### config.mk
export PLATFORM = sky130hd
export DESIGN_NAME = icf_top
export DESIGN_NICKNAME = d
export VERILOG_FILES = /design/src/rtl/icf_pkg.sv /design/src/rtl/icf_ctl_regs.sv /design/src/rtl/icf_tag_array.sv /design/src/rtl/icf_data_store.sv /design/src/rtl/icf_fsm.sv /design/src/rtl/icf_top.sv
export SDC_FILE = /design/constraint.sdc
export NUM_CORES = 2
export LEC_CHECK = 0
export BUFFER_PORTS_ARGS = -buffer_cell sky130_fd_sc_hd__buf_2
export CAP_MARGIN = 20
export CORE_ASPECT_RATIO = 0.5
export CORE_UTILIZATION = 45
export DETAILED_ROUTE_END_ITERATION = 6
export GPL_TIMING_DRIVEN = 1
export PLACE_DENSITY_LB_ADDON = 0.25
export SLEW_MARGIN = 20
export SYNTH_ARGS = -nofsm -noshare
export SYNTH_HDL_FRONTEND = slang
export SYNTH_HIERARCHICAL = 1
export SYNTH_SLANG_ARGS = --single-unit
### constraint.sdc
create_clock -name clk -period 4.9 [get_ports clk]
set_input_delay 0.98 -clock clk [delete_from_list [all_inputs] [get_ports clk]]
set_output_delay 0.98 -clock clk [all_outputs]
set_load 0.01 [all_outputs]
### src/rtl/icf_pkg.sv
package icf_pkg;
    localparam int OFF_W   = 5;                 // byte offset bits in a 32-byte line
    localparam int WOFF_W  = OFF_W - 2;         // word offset bits in a line
    localparam int BEATS   = 4;                 // beats per line fill
    localparam int BEAT_IW = $clog2(BEATS);     // beat index width
    localparam int WORD_W  = 32;                // instruction word width
    localparam int BEAT_W  = 2 * WORD_W;        // bus beat width

    typedef enum logic [1:0] {
        S_IDLE   = 2'd0,
        S_SINGLE = 2'd1,
        S_BURST  = 2'd2
    } icf_state_e;
endpackage

### src/rtl/icf_ctl_regs.sv
module icf_ctl_regs (
    input  logic clk,
    input  logic rst_n,
    input  logic ctl_wr,
    input  logic ctl_en,
    input  logic ctl_lock,
    input  logic ctl_flash,
    output logic en_q,
    output logic lock_q,
    output logic flash_q
);
    always_ff @(posedge clk or negedge rst_n) begin
        if (!rst_n) begin
            en_q    <= 1'b0;
            lock_q  <= 1'b0;
            flash_q <= 1'b0;
        end else if (ctl_wr) begin
            en_q    <= ctl_en;
            lock_q  <= ctl_lock;
            flash_q <= ctl_flash;
        end else if (flash_q && en_q) begin
            // the set bit has done its work this cycle; drop it
            flash_q <= 1'b0;
        end
    end
endmodule

### src/rtl/icf_tag_array.sv
module icf_tag_array #(
    parameter int NUM_LINES = 8,
    parameter int IDX_W     = 3,
    parameter int TAG_W     = 24
) (
    input  logic             clk,
    input  logic             rst_n,
    input  logic [IDX_W-1:0] lk_idx,
    input  logic [TAG_W-1:0] lk_tag,
    output logic             lk_hit,
    input  logic             flash,
    input  logic             snp_en,
    input  logic [IDX_W-1:0] snp_idx,
    input  logic [TAG_W-1:0] snp_tag,
    input  logic             inv_en,
    input  logic [IDX_W-1:0] inv_idx,
    input  logic [TAG_W-1:0] inv_tag,
    input  logic             alloc_en,
    input  logic [IDX_W-1:0] alloc_idx,
    input  logic [TAG_W-1:0] alloc_tag
);
    logic [NUM_LINES-1:0] hit_vec;

    for (genvar i = 0; i < NUM_LINES; i++) begin : g_line
        logic             v_q;
        logic [TAG_W-1:0] t_q;
        logic             drop;

        assign drop = (snp_en && snp_idx == IDX_W'(i) && t_q == snp_tag) ||
                      (inv_en && inv_idx == IDX_W'(i) && t_q == inv_tag);

        always_ff @(posedge clk or negedge rst_n) begin
            if (!rst_n) begin
                v_q <= 1'b0;
                t_q <= '0;
            end else if (flash) begin
                v_q <= 1'b0;
            end else if (alloc_en && alloc_idx == IDX_W'(i)) begin
                v_q <= 1'b1;
                t_q <= alloc_tag;
            end else if (drop) begin
                v_q <= 1'b0;
            end
        end

        assign hit_vec[i] = v_q && (t_q == lk_tag) && (lk_idx == IDX_W'(i));
    end

    assign lk_hit = |hit_vec;
endmodule

### src/rtl/icf_data_store.sv
module icf_data_store
    import icf_pkg::*;
#(
    parameter int NUM_LINES = 8,
    parameter int IDX_W     = 3
) (
    input  logic               clk,
    input  logic               wr_en,
    input  logic [IDX_W-1:0]   wr_idx,
    input  logic [BEAT_IW-1:0] wr_beat,
    input  logic [BEAT_W-1:0]  wr_data,
    input  logic [IDX_W-1:0]   rd_idx,
    input  logic [BEAT_IW-1:0] rd_beat,
    output logic [BEAT_W-1:0]  rd_data
);
    localparam int DEPTH = NUM_LINES * BEATS;

    logic [BEAT_W-1:0] mem_q [DEPTH];

    always_ff @(posedge clk) begin
        if (wr_en) begin
            mem_q[{wr_idx, wr_beat}] <= wr_data;
        end
    end

    assign rd_data = mem_q[{rd_idx, rd_beat}];
endmodule

### src/rtl/icf_fsm.sv
module icf_fsm
    import icf_pkg::*;
#(
    parameter int ADDR_W = 32,
    parameter int IDX_W  = 3,
    parameter int TAG_W  = 24
) (
    input  logic               clk,
    input  logic               rst_n,
    input  logic               fetch_req,
    input  logic [ADDR_W-3:0]  fetch_waddr,
    input  logic               fetch_ci,
    output logic               fetch_ready,
    output logic [WORD_W-1:0]  fetch_word,
    input  logic               en,
    input  logic               lock,
    input  logic               flash,
    input  logic               lk_hit,
    input  logic [BEAT_W-1:0]  rd_data,
    output logic               bus_req,
    output logic               bus_burst,
    output logic [ADDR_W-1:0]  bus_addr,
    output logic               bus_ci,
    input  logic               bus_valid,
    input  logic [BEAT_W-1:0]  bus_data,
    input  logic               snp_req,
    input  logic [ADDR_W-OFF_W-1:0] snp_line,
    input  logic               blk_inv,
    input  logic [ADDR_W-OFF_W-1:0] inv_line,
    output logic               wr_en,
    output logic [IDX_W-1:0]   wr_idx,
    output logic [BEAT_IW-1:0] wr_beat,
    output logic [BEAT_W-1:0]  wr_data,
    output logic               alloc_en,
    output logic [IDX_W-1:0]   alloc_idx,
    output logic [TAG_W-1:0]   alloc_tag
);
    localparam int WA_W   = ADDR_W - 2;
    localparam int LINE_W = ADDR_W - OFF_W;

    icf_state_e state_q, state_d;

    logic [WA_W-1:0]    addr_q;
    logic               ci_q, alloc_q, kill_q, rdy_q;
    logic [BEAT_IW-1:0] beat_q;
    logic [WORD_W-1:0]  word_q;

    logic              accept, hit_now, kill_now, last_beat;
    logic [LINE_W-1:0] fill_line;

    function automatic logic [WORD_W-1:0] pick(input logic [BEAT_W-1:0] d, input logic hi);
        return hi ? d[BEAT_W-1:WORD_W] : d[WORD_W-1:0];
    endfunction

    assign accept    = (state_q == S_IDLE) && fetch_req && !rdy_q;
    assign hit_now   = en && !fetch_ci && lk_hit;
    assign fill_line = addr_q[WA_W-1 -: LINE_W];
    assign kill_now  = flash || (snp_req && snp_line == fill_line) ||
                       (blk_inv && inv_line == fill_line);
    assign last_beat = bus_valid && (beat_q == BEAT_IW'(BEATS - 1));

    // next-state logic
    always_comb begin
        state_d = state_q;
        unique case (state_q)
            S_IDLE: begin
                if (accept && !hit_now) begin
                    state_d = (!en || fetch_ci) ? S_SINGLE : S_BURST;
                end
            end
            S_SINGLE: if (bus_valid) state_d = S_IDLE;
            S_BURST:  if (last_beat) state_d = S_IDLE;
            default:  state_d = S_IDLE;
        endcase
    end

    // state register
    always_ff @(posedge clk or negedge rst_n) begin
        if (!rst_n) state_q <= S_IDLE;
        else        state_q <= state_d;
    end

    // outputs
    always_comb begin
        bus_req   = 1'b0;
        bus_burst = 1'b0;
        bus_ci    = 1'b0;
        bus_addr  = {addr_q[WA_W-1:1], 3'b000};
        wr_en     = 1'b0;
        alloc_en  = 1'b0;
        unique case (state_q)
            S_IDLE: begin
                bus_req = 1'b0;
            end
            S_SINGLE: begin
                bus_req = 1'b1;
                bus_ci  = ci_q;
            end
            S_BURST: begin
                bus_req   = 1'b1;
                bus_burst = 1'b1;
                bus_ci    = ci_q;
                bus_addr  = {fill_line, {OFF_W{1'b0}}};
                wr_en     = bus_valid && alloc_q;
                alloc_en  = last_beat && alloc_q && !kill_q && !kill_now;
            end
            default: begin
                bus_req = 1'b0;
            end
        endcase
    end

    assign wr_idx      = addr_q[WOFF_W +: IDX_W];
    assign wr_beat     = beat_q;
    assign wr_data     = bus_data;
    assign alloc_idx   = addr_q[WOFF_W +: IDX_W];
    assign alloc_tag   = addr_q[WA_W-1 -: TAG_W];
    assign fetch_ready = rdy_q;
    assign fetch_word  = word_q;

    // access datapath
    always_ff @(posedge clk or negedge rst_n) begin
        if (!rst_n) begin
            addr_q  <= '0;
            ci_q    <= 1'b0;
            alloc_q <= 1'b0;
            kill_q  <= 1'b0;
            rdy_q   <= 1'b0;
            beat_q  <= '0;
            word_q  <= '0;
        end else begin
            rdy_q <= 1'b0;
            if (accept) begin
                addr_q  <= fetch_waddr;
                ci_q    <= fetch_ci;
                alloc_q <= en && !lock && !fetch_ci;
                beat_q  <= '0;
                kill_q  <= 1'b0;
                if (hit_now) begin
                    word_q <= pick(rd_data, fetch_waddr[0]);
                    rdy_q  <= 1'b1;
                end
            end
            if (state_q == S_SINGLE && bus_valid) begin
                word_q <= pick(bus_data, addr_q[0]);
                rdy_q  <= 1'b1;
            end
            if (state_q == S_BURST) begin
                if (kill_now) kill_q <= 1'b1;
                if (bus_valid) begin
                    beat_q <= beat_q + 1'b1;
                    if (beat_q == addr_q[BEAT_IW:1]) begin
                        word_q <= pick(bus_data, addr_q[0]);
                        rdy_q  <= 1'b1;
                    end
                end
            end
        end
    end
endmodule

### src/rtl/icf_top.sv
module icf_top
    import icf_pkg::*;
#(
    parameter int ADDR_W    = 32,
    parameter int NUM_LINES = 8
) (
    input  logic                    clk,
    input  logic                    rst_n,
    input  logic                    ctl_wr,
    input  logic                    ctl_en,
    input  logic                    ctl_lock,
    input  logic                    ctl_flash,
    output logic                    en_o,
    output logic                    lock_o,
    output logic                    flash_o,
    input  logic                    fetch_req,
    input  logic [ADDR_W-3:0]       fetch_waddr,
    input  logic                    fetch_ci,
    output logic                    fetch_ready,
    output logic [WORD_W-1:0]       fetch_word,
    output logic                    bus_req,
    output logic                    bus_burst,
    output logic [ADDR_W-1:0]       bus_addr,
    output logic                    bus_ci,
    input  logic                    bus_valid,
    input  logic [BEAT_W-1:0]       bus_data,
    input  logic                    snp_req,
    input  logic [ADDR_W-OFF_W-1:0] snp_line,
    input  logic                    inv_req,
    input  logic [ADDR_W-OFF_W-1:0] inv_line
);
    localparam int WA_W   = ADDR_W - 2;
    localparam int LINE_W = ADDR_W - OFF_W;
    localparam int IDX_W  = $clog2(NUM_LINES);
    localparam int TAG_W  = LINE_W - IDX_W;

    logic               lk_hit, blk_inv;
    logic [BEAT_W-1:0]  rd_data, wr_data;
    logic               wr_en, alloc_en;
    logic [IDX_W-1:0]   wr_idx, alloc_idx;
    logic [BEAT_IW-1:0] wr_beat;
    logic [TAG_W-1:0]   alloc_tag;

    // a locked cache lets only snoops change tag state
    assign blk_inv = inv_req && !lock_o;

    icf_ctl_regs u_ctl (
        .clk      (clk),
        .rst_n    (rst_n),
        .ctl_wr   (ctl_wr),
        .ctl_en   (ctl_en),
        .ctl_lock (ctl_lock),
        .ctl_flash(ctl_flash),
        .en_q     (en_o),
        .lock_q   (lock_o),
        .flash_q  (flash_o)
    );

    icf_tag_array #(.NUM_LINES(NUM_LINES), .IDX_W(IDX_W), .TAG_W(TAG_W)) u_tags (
        .clk      (clk),
        .rst_n    (rst_n),
        .lk_idx   (fetch_waddr[WOFF_W +: IDX_W]),
        .lk_tag   (fetch_waddr[WA_W-1 -: TAG_W]),
        .lk_hit   (lk_hit),
        .flash    (flash_o),
        .snp_en   (snp_req),
        .snp_idx  (snp_line[IDX_W-1:0]),
        .snp_tag  (snp_line[LINE_W-1 -: TAG_W]),
        .inv_en   (blk_inv),
        .inv_idx  (inv_line[IDX_W-1:0]),
        .inv_tag  (inv_line[LINE_W-1 -: TAG_W]),
        .alloc_en (alloc_en),
        .alloc_idx(alloc_idx),
        .alloc_tag(alloc_tag)
    );

    icf_data_store #(.NUM_LINES(NUM_LINES), .IDX_W(IDX_W)) u_data (
        .clk    (clk),
        .wr_en  (wr_en),
        .wr_idx (wr_idx),
        .wr_beat(wr_beat),
        .wr_data(wr_data),
        .rd_idx (fetch_waddr[WOFF_W +: IDX_W]),
        .rd_beat(fetch_waddr[BEAT_IW:1]),
        .rd_data(rd_data)
    );

    icf_fsm #(.ADDR_W(ADDR_W), .IDX_W(IDX_W), .TAG_W(TAG_W)) u_fsm (
        .clk        (clk),
        .rst_n      (rst_n),
        .fetch_req  (fetch_req),
        .fetch_waddr(fetch_waddr),
        .fetch_ci   (fetch_ci),
        .fetch_ready(fetch_ready),
        .fetch_word (fetch_word),
        .en         (en_o),
        .lock       (lock_o),
        .flash      (flash_o),
        .lk_hit     (lk_hit),
        .rd_data    (rd_data),
        .bus_req    (bus_req),
        .bus_burst  (bus_burst),
        .bus_addr   (bus_addr),
        .bus_ci     (bus_ci),
        .bus_valid  (bus_valid),
        .bus_data   (bus_data),
        .snp_req    (snp_req),
        .snp_line   (snp_line),
        .blk_inv    (blk_inv),
        .inv_line   (inv_line),
        .wr_en      (wr_en),
        .wr_idx     (wr_idx),
        .wr_beat    (wr_beat),
        .wr_data    (wr_data),
        .alloc_en   (alloc_en),
        .alloc_idx  (alloc_idx),
        .alloc_tag  (alloc_tag)
    );
endmodule

==> flow_summary.json <==
{
  "die_height_um": 331,
  "antenna_found_initial": 33,
  "hold_buffers": 0,
  "ir_drop_mv": 0.314,
  "worstMarginPinSlew_ns": 1.20,
  "io_pins": 230,
  "cts_resized": 0,
  "initial_core_util": 0.455,
  "crit_arrival_ns": 4.91,
  "cts_sinks": 2321,
  "layout_min_cycle_time_ns": 4.22,
  "whs_ns": 0.256,
  "placed_area_sq_um": 104000,
  "power_density_nw_per_um2": 395,
  "fin_cells": 8275,
  "maxSlewViolCount": 0,
  "drtIter0Drc": 6060,
  "worst-path-max-fanout": 15,
  "synthTopCellsByArea": "edfxtp_1 63%, mux4_2 14%, dfrtp_1 7.0%",
  "clockRootBuffer": "clkbuf_16",
  "crit_slowest_cell": "dfrtp_1",
  "finClkSkew_ns": 0.0832,
  "synth_edf_count": 2048,
  "path_clk_slew_ns": 0.06,
  "hold_violations": 0,
  "ant_nets": 0,
  "yosys.area.top_type": "edfxtp_1",
  "multi_input_area_sq_um": 27200,
  "grtUsageMet2": 0.465,
  "busiest_layer": "met2",
  "routed_wl_mm": 321,
  "hpwlAfterDp_mm": 197,
  "nets": 5397,
  "postSynthCellCount": 4886,
  "worst-path-buf-inv": 1,
  "cts_made_buffers": 210,
  "post-cts-setup-buffers": 0,
  "leakage_nw": 37.6,
  "synth_ff_type": "edfxtp_1",
  "outcome": "finished, final reports clean",
  "grt_pass1_wl_mm": 438,
  "io_buffers": 226,
  "worstSkewPairLatency_ns": 0.87,
  "grt_remaining_overflow": 0,
  "grt_pass1_vias": 51984,
  "drc_errors": 0,
  "synth.distinct_cells": 64,
  "ys_ff_latch": 2321,
  "crit_family": "simple AND/OR/NAND/NOR gates",
  "regArea_sq_um": 68300,
  "synth.yosys.seq_area_share": 0.700,
  "yosysTopAreaCellShare": 0.630,
  "area_delta_synth_final_pct": 13.1,
  "maxCapViolCount": 0,
  "ys_warn_count": 6,
  "hold_class": "in2async",
  "critPathMaxStageDelay_ns": 0.74,
  "die-area_sq_um": 219000,
  "cts_buffer_depth": 4,
  "final_core_util": 0.514,
  "dp_cells": 7889,
  "rsz0062_at_grt": "no",
  "setup-tns-final_ns": 0,
  "layout_common_cells": "2,048 x edfxtp_1, 602 x mux4_2, 433 x xor2_1",
  "setup_violations": 0,
  "max_freq_ghz": 0.237,
  "grt.met1_usage": 0.402,
  "worstSetupEndpointType": "flop",
  "vias": 51854,
  "htreeDepth": 4,
  "grt_max_degree": 101,
  "path_class": "reg2reg",
  "final_common_cell": "edfxtp_1",
  "timing.final.crit_share": 0.861,
  "use_met3": 0.0463,
  "row_count": 120,
  "drive_gt1_frac": 0.338,
  "postSynthAreaPerCell_sq_um": 20.0,
  "grtUsageTotal": 0.292,
  "worstPathRequired_ns": 5.59,
  "wl_per_cell_um": 38.8,
  "first_pass_iters": 7,
  "synth_area_sq_um": 97600,
  "cts_tree": "built",
  "async_flop_share": 0.118,
  "slew_headroom": 0.193,
  "fill_cells": 16928,
  "gp_congestion": 0.983,
  "core_area_sq_um": 215000,
  "via_per_inst": 6.27,
  "path_cells": "xnor2_1 > nand4_1 > nor4_1 > a221oi_1 > and4b_1 > nand3_1 > nor3_4 > buf_4 > mux2_2",
  "final_design_area_no_fill_sq_um": 110000,
  "die_width_um": 661,
  "start_kind": "flop"
}
==> cell usage after synthesis, drive strengths merged, types with 2 or more instances <==
cell type,count
nor4,107
nor2b,9
a211oi,35
or3b,2
or4,2
a21oi,32
ha,4
o21ai,15
o22ai,15
nand3,24
nor3,29
a221oi,13
inv,7
o211ai,9
nor4bb,2
o221ai,3
nand2,18
o2bb2ai,3
clkbuf,78
and3,3
o31a,3
xor2,433
nand3b,8
nand4,74
mux2i,104
mux4,602
edfxtp,2048
and4b,5
nor4b,5
a41o,2
nand2b,4
a22oi,3
nor2,79
o21bai,4
dfrtp,273
xnor2,199
mux2,299
and2,5
buf,317
==> kinds of logic (layout without fill, tap and decap cells) <==
group | count (synthesis) | count (layout) | share of synthesized area
flip-flops | 2321 | 2321 | 0.700
multiplexers | 1005 | 1005 | 0.184
XOR/XNOR | 632 | 632 | 0.0567
buffers and inverters | 402 | 911 | 0.0239
AND/OR/NAND/NOR | 380 | 380 | 0.0224
AO/OA/AOI/OAI | 141 | 141 | 0.0122
adder cells (fa/ha/maj) | 4 | 4 | 0.000513
other | 1 | 14 | 0.0000384
==> layout make-up <==
type / instances / area share
Antenna cell: 11 / 0.000249
Clock buffer: 285 / 0.0524
Clock inverter: 90 / 0.00670
Inverter: 7 / 0.000238
Multi-Input combinational cell: 2165 / 0.247
Sequential cell: 2321 / 0.619
Tap cell: 2867 / 0.0325
Timing Repair Buffer: 529 / 0.0420
==> power by group <==
part	total [W]	switching (W)	internal [W]
clock network	0.0161	0.00726	0.00886
registers	0.0225	0.000727	0.0218
logic	0.00496	0.00309	0.00187
==> state kept, by name, indices dropped and copies added, names as in the netlist, 2 cells and up <==
name               count
u_data/mem_q        2048
u_fsm/addr_q          30
u_fsm/fetch_word      32
u_fsm/state_q          2
u_fsm/wr_beat          2
u_tags/g_line.t_q    192
u_tags/g_line.v_q      8
==> worst paths after layout <==
check | startpoint | slack [ns] | cells after the start | to
max | u_fsm/addr_q[18] | 0.68 | 9 | u_tags/g_line[5].t_q[20]
min | rst_n | 0.26 | 1 | u_tags/g_line[1].t_q[8]
max reg2reg | u_fsm/addr_q[18] | 0.68 | 9 | u_tags/g_line[5].t_q[20]
min reg2reg | u_fsm/alloc_q | 0.49 | 2 | u_fsm/alloc_q
max in group asynchronous | rst_n | 3.55 | 2 | u_fsm/addr_q[0]
min in group clk | ctl_flash | 0.39 | 3 | u_ctl/flash_q
==> through the flow <==
step	worst slack, ns	total power (W)
after CTS	0.732	0.0439
after detailed placement	0.394	0.0279
after global routing	0.672	0.0447
final	0.683	0.0436
after global placement	0.358	0.0279
after floorplan	-0.0835	0.0255
==> layer usage <==
layer / part of all wire / vias up
met2: 0.48 / 2644
met1: 0.40 / 28325
met3: 0.077 / 564
met5: 0.000037 / -
li1: - / 20319
met4: 0.048 / 2
No activity file was read; power rests on OpenSTA's default activity.
